File: src/rtl/mmio_console.sv
module mmio_console #(
  parameter logic [31:0] BASE = 32'h7FFF_F000,
  parameter int AW = 32,
  parameter int DW = 32,
  parameter int BW = 8
) (
  input  logic          clk,
  input  logic          rst_n,
  input  logic [AW-1:0] bus_addr,
  input  logic          bus_rd,
  input  logic          bus_wr,
  input  logic [DW-1:0] bus_wdata,
  output logic [DW-1:0] bus_rdata,
  input  logic          rx_valid,
  input  logic [BW-1:0] rx_byte,
  output logic          tx_valid,
  output logic [BW-1:0] tx_byte,
  input  logic          tx_accept
);
  localparam logic [AW-1:0] A_ISTAT = BASE;
  localparam logic [AW-1:0] A_IDATA = BASE + 4;
  localparam logic [AW-1:0] A_OSTAT = BASE + 8;
  localparam logic [AW-1:0] A_ODATA = BASE + 12;

  logic          in_rdy, ovr;
  logic [BW-1:0] in_byte;

  wire rd_istat = bus_rd && bus_addr == A_ISTAT;
  wire rd_idata = bus_rd && bus_addr == A_IDATA;
  wire wr_odata = bus_wr && bus_addr == A_ODATA;

  always_ff @(posedge clk or negedge rst_n) begin
    if (!rst_n) begin
      in_rdy   <= 1'b0;
      in_byte  <= '0;
      ovr      <= 1'b0;
      tx_valid <= 1'b0;
      tx_byte  <= '0;
    end else begin
      if (rx_valid && (!in_rdy || rd_idata)) begin
        in_rdy  <= 1'b1;
        in_byte <= rx_byte;
      end else if (rd_idata) begin
        in_rdy <= 1'b0;
      end

      if (rx_valid && in_rdy && !rd_idata) ovr <= 1'b1;
      else if (rd_istat)                   ovr <= 1'b0;

      if (tx_valid && tx_accept) begin
        tx_valid <= 1'b0;
      end else if (wr_odata && !tx_valid) begin
        tx_valid <= 1'b1;
        tx_byte  <= bus_wdata[BW-1:0];
      end
    end
  end

  always_comb begin
    bus_rdata = '0;
    if (bus_rd) begin
      unique case (bus_addr)
        A_ISTAT: bus_rdata = DW'({ovr, in_rdy});
        A_IDATA: bus_rdata = DW'(in_byte);
        A_OSTAT: bus_rdata = DW'(!tx_valid);
        default: bus_rdata = '0;
      endcase
    end
  end
endmodule


File: config.mk
export PLATFORM = sky130hd
export DESIGN_NAME = mmio_console
export DESIGN_NICKNAME = d
export VERILOG_FILES = /design/src/rtl/mmio_console.sv
export SDC_FILE = /design/constraint.sdc
export NUM_CORES = 1
export LEC_CHECK = 0
export ABC_AREA = 1
export BUFFER_PORTS_ARGS = -buffer_cell sky130_fd_sc_hd__buf_4
export CAP_MARGIN = 20
export CORE_AREA = 2 2 64 66
export DETAILED_ROUTE_END_ITERATION = 7
export DIE_AREA = 0 0 66 68
export PLACE_DENSITY = 0.83
export RECOVER_POWER = 25
export SYNTH_ARGS = -nofsm -noshare
export SYNTH_HDL_FRONTEND = slang
export SYNTH_SLANG_ARGS = --single-unit
File: constraint.sdc
create_clock -name clk -period 1.5 [get_ports clk]
set_input_delay 0.15 -clock clk [delete_from_list [all_inputs] [get_ports clk]]
set_output_delay 0.15 -clock clk [all_outputs]
set_load 0.05 [all_outputs]
== Word-level counts from Yosys, hierarchy flattened ==
Cells that the tools add are included.

* Flip-flop bits (word level): 19
* Input bits: 78
* Output and inout bits: 41
* Logic and storage cells: 34

* Equal/unequal tests: 4
* Multiplexer cells: 8
* Bitwise logic cells: 1
* Reductions and logical operators: 16

{| class="wikitable"
|+ Operators by type and width
! operator !! number
|-
| $eq A32 B31 Y1 const B || 4
|-
| $pmux W8 S3 || 1
|-
| $logic_and A1 B1 Y1 || 8
|-
| $mux W8 || 1
|-
| $mux W1 || 6
|-
| $reduce_bool A2 Y1 || 3
|-
| $logic_not A1 Y1 || 3
|-
| $reduce_and A2 Y1 || 1
|-
| $logic_or A1 B1 Y1 || 1
|-
| $not A1 Y1 || 1
|}

== Depth between registers and ports, before layout ==
* Depth after elaboration: 5
* Mapped depth: 10
* Mapped depth without buffers: 10

== Worst setup path before layout ==
OpenSTA, ideal clock, no wires.

* Path type: register to output
* Start: register tx_valid
* End: output bus_rdata[0]
* Arrival: 1.525 ns
* Data required time: 1.350 ns
* Slack: -0.175 ns
* Cell stages (with the launch flop): 6
* Buffers on the path: 0
* Path through: dfrtp_1 -> inv_1 -> nand4_1 -> nand2_1 -> nor2_1 -> nor2_1

* Cells in the longest elaborated chain, start to end: 3

{| class="wikitable"
|+ Ends and longest elaborated chain
! what !! line !! source
|-
| start, declared || 16 || <nowiki>output logic tx_valid,</nowiki>
|-
| start signal, assigned || 37 || <nowiki>tx_valid <= 1'b0;</nowiki>
|-
| start signal, assigned || 51 || <nowiki>tx_valid <= 1'b0;</nowiki>
|-
| start signal, assigned || 53 || <nowiki>tx_valid <= 1'b1;</nowiki>
|-
| $logic_not A1 Y1 || 65 || <nowiki>A_OSTAT: bus_rdata = DW'(!tx_valid);</nowiki>
|-
| $pmux W8 S3 || 62 || <nowiki>unique case (bus_addr)</nowiki>
|-
| $mux W8 || 61 || <nowiki>if (bus_rd) begin</nowiki>
|-
| end, declared || 13 || <nowiki>output logic [DW-1:0] bus_rdata,</nowiki>
|}

No other way between the ends.

== Final worst setup path ==
* Start: input bus_addr[13]
* End: output bus_rdata[0]

* Cells in the longest elaborated chain, start to end: 3
* Elaborated cells between the ends (all ways): 5
* Those cells by class: eq/ne (3); mux (2)

{| class="wikitable"
|+ Ends and longest elaborated chain
! what !! line !! source
|-
| start, declared || 9 || <nowiki>input logic [AW-1:0] bus_addr,</nowiki>
|-
| $eq A32 B31 Y1 || 62 ||
|-
| $pmux W8 S3 (*) || 62 ||
|-
| $mux W8 (*) || 61 ||
|}

Mark *: on every way between the ends. The rest lies on a longest branch, timed or not.

==> impl_metrics.env <==
export IMPL_dpl_hpwl_um=2520
export IMPL_p_seq_frac=0.454
export IMPL_rsz0062_at_grt="yes"
export IMPL_crit_slowest_cell="buf_6"
export IMPL_switching_power_uw=455
export IMPL_path_max_fanout=4
export IMPL_cts_root_buf="clkbuf_8"
export IMPL_synth_seq_cells=19
export IMPL_pwr_share_comb=0.298
export IMPL_finalSetupViolations=0
export IMPL_async_flop_share=1.00
export IMPL_vias=1390
export IMPL_avgSynthCellArea_um2=6.85
export IMPL_cts_tree="yes"
export IMPL_fin_crit_sh=0.972
export IMPL_grtUsageTotal=0.129
export IMPL_worstPathCellList="buf_4 -> nand2_1 -> nor2_1 -> inv_1 -> nor2_4 -> buf_4 -> nand4_1 -> nand2_1 -> nor2_2 -> nor2_2 -> buf_6"
export IMPL_clk_pin_slew_ns=0.07
export IMPL_dieArea_um2=4490
export IMPL_max_clock_freq_ghz=0.686
export IMPL_timing_setup_critical_path_class="in -> out"
export IMPL_leakagePower_nw=1.17
export IMPL_fin_crit_ns=1.46
export IMPL_synth_warning_count=0
export IMPL_viasPerCell=4.09
export IMPL_synth_common_cells="nand2_1 (60), nor2_1 (31), inv_1 (28)"
export IMPL_min_path_cells=2
export IMPL_nets=369
export IMPL_area_growth_pct=47.8
export IMPL_synth_area_um2=1420
export IMPL_fillCellCount=402
export IMPL_hold_path_class="in -> reg"
export IMPL_synth_most_common_cell="nand2_1"
export IMPL_max_stage_delay_ns=0.17
export IMPL_switching_share=0.330
export IMPL_max_slew_margin_rel=0.322
export IMPL_hold_violations=0
export IMPL_peakVddDrop_mv=0.447
export IMPL_clock_sinks=19
export IMPL_antenna_left=0
export IMPL_tightest_slew_ns=1.02
export IMPL_grt_pass1_wl_um=4650
export IMPL_initialDrtViolationCount=43
export IMPL_r2r_start="tx_valid"
export IMPL_io_buffers=70
export IMPL_fp_dieW_um=66
export IMPL_grt_pass1_vias=1187
export IMPL_clockBufferDepth=2
export IMPL_postLayoutCoreUtil=0.544
export IMPL_start_util=0.368
export IMPL_dieHeight_um=68
export IMPL_holdWs_ns=0.0566
export IMPL_drive_gt1_frac=0.393
export IMPL_antenna_found_initial=0
export IMPL_power_frac_clock=0.248
export IMPL_synth_ff_type="dfrtp_1"
export IMPL_synth_edff_count=0
export IMPL_grt_ovfl_total=0
export IMPL_synth_cell_types=21
export IMPL_firstDrtPassIters=4
export IMPL_synthCells=207
export IMPL_hold_end="tx_valid"
export IMPL_routed_wl_um=3140
export IMPL_min_from="tx_accept"
export IMPL_cts_made_buffers=3
export IMPL_outcome="complete, no violations"
export IMPL_max_cap_violations=0
export IMPL_intPower_uw=925
export IMPL_crit_path_start_kind="input port"
export IMPL_powerDensity_nw_per_um2=658
export IMPL_core_area_um2=3860
export IMPL_rows=23
export IMPL_cp_data_required_time_ns=1.35
export IMPL_drc_errors=0
export IMPL_yosys_area_top_type="dfrtp_1"
export IMPL_maxSlewViolCount=0
export IMPL_grt_max_degree=20
export IMPL_r2r_slack_ns=0.19
export IMPL_ys_top_cells_by_area="dfrtp_1 (34%), nand2_1 (16%), buf_4 (13%)"
export IMPL_cp_end_kind="output pin"
export IMPL_critPathArrivalTime_ns=1.31
export IMPL_routabilityCongestion=0.705
export IMPL_synth_top_area_share=0.335
export IMPL_io_pins=119
export IMPL_clk_latency_ns=0.24
export IMPL_synth_seq_area_share=0.335
export IMPL_num_antenna_cells=0
export IMPL_skew_ns=0.000982
export IMPL_cts_htree_levels=1
export IMPL_wl_per_cell_um=9.25
export IMPL_rr_worst_depth=6
export IMPL_reg2reg_to="tx_byte[4]"
area by class of cell:
type	instances	area [µm²]	area share
timing repair buffer	82	629	0.300
multi-input combinational	156	773	0.369
tap	50	62.6	0.0298
inverter	29	111	0.0531
clock buffer	4	45.0	0.0215
sequential	19	475	0.227
worst max-delay path by stage:
stage | startpoint | end | slack (ns) | cells past startpoint
final | bus_addr[13] | bus_rdata[0] | 0.04 | 11
after CTS | bus_addr[3] | bus_rdata[1] | 0.003 | 12
after global routing | bus_addr[31] | bus_rdata[0] | -0.07 | 12
after detailed placement | bus_addr[7] | bus_rdata[0] | -0.02 | 10
after floorplan | bus_addr[7] | bus_rdata[2] | -0.14 | 7
after global placement | bus_addr[7] | bus_rdata[0] | 0.001 | 10
state kept, by name, indices dropped and copies added, names as in the netlist:
name      cells
in_rdy        1
tx_valid      1
tx_byte       8
in_byte       8
ovr           1
power groups by stage:
stage               Sequential, mW  Combinational [mW]  Clock [mW]
finish                       0.626               0.411       0.342
global route                 0.638               0.455       0.384
CTS                          0.627               0.410       0.358
detailed placement           0.633               0.409           0
global placement             0.635               0.399           0
floorplan                    0.624               0.307           0
metrics by stage:
step	total power [mW]	TNS, ns	instances	worst slack (ns)	instance area (µm²)
6_report	1.38	0	340	0.0424	2100
5_1_grt	1.48	-0.0655	340	-0.0655	2100
4_1_cts	1.39	0	339	0.00273	2040
3_5_place_dp	1.04	-0.0215	334	-0.0215	1980
3_3_place_gp	1.03	0	334	0.00135	1980
2_1_floorplan	0.931	-0.814	230	-0.136	1510
repair_timing:
action | CTS | global route
endpoints found under the hold margin | 19 | 0
endpoints found under the setup margin | 1 | 8
setup buffers | 0 | 1
hold buffers | 1 | 0
gates resized for setup | 3 | 16
pin swaps | 0 | 12
layer usage:
metal	up-vias	routed length, µm	track usage
li1	743	-	-
met1	600	1250	0.153
met2	47	1650	0.240
met3	0	248	0.0280
met4	0	0	0.0281
met5	-	0	0
cells by family after synthesis:
group / after synthesis / synth area share
AOI/OAI and AO/OA: 10 / 0.0564
other: 1 / 0.00264
DFF: 19 / 0.335
buffers and inverters: 55 / 0.214
and+or+nand+nor: 122 / 0.392
worst max-delay path: cells and delay by family:
family,cells,cell delay (ns)
buf+inv,4,0.48
simple gates,7,0.67
cells in the final DEF, fill, tap and decap left out, types with 3 or more instances in the layout:
cell type / count
inv_1: 27
o21ai_2: 8
buf_6: 4
dfrtp_1: 19
nand2_2: 6
nand2_1: 56
nand3_1: 17
nor2_1: 24
conb_1: 24
nand4_1: 3
clkbuf_8: 3
nor2_4: 3
buf_4: 76
nor2_2: 6
No activity file was read; power rests on OpenSTA's default activity.
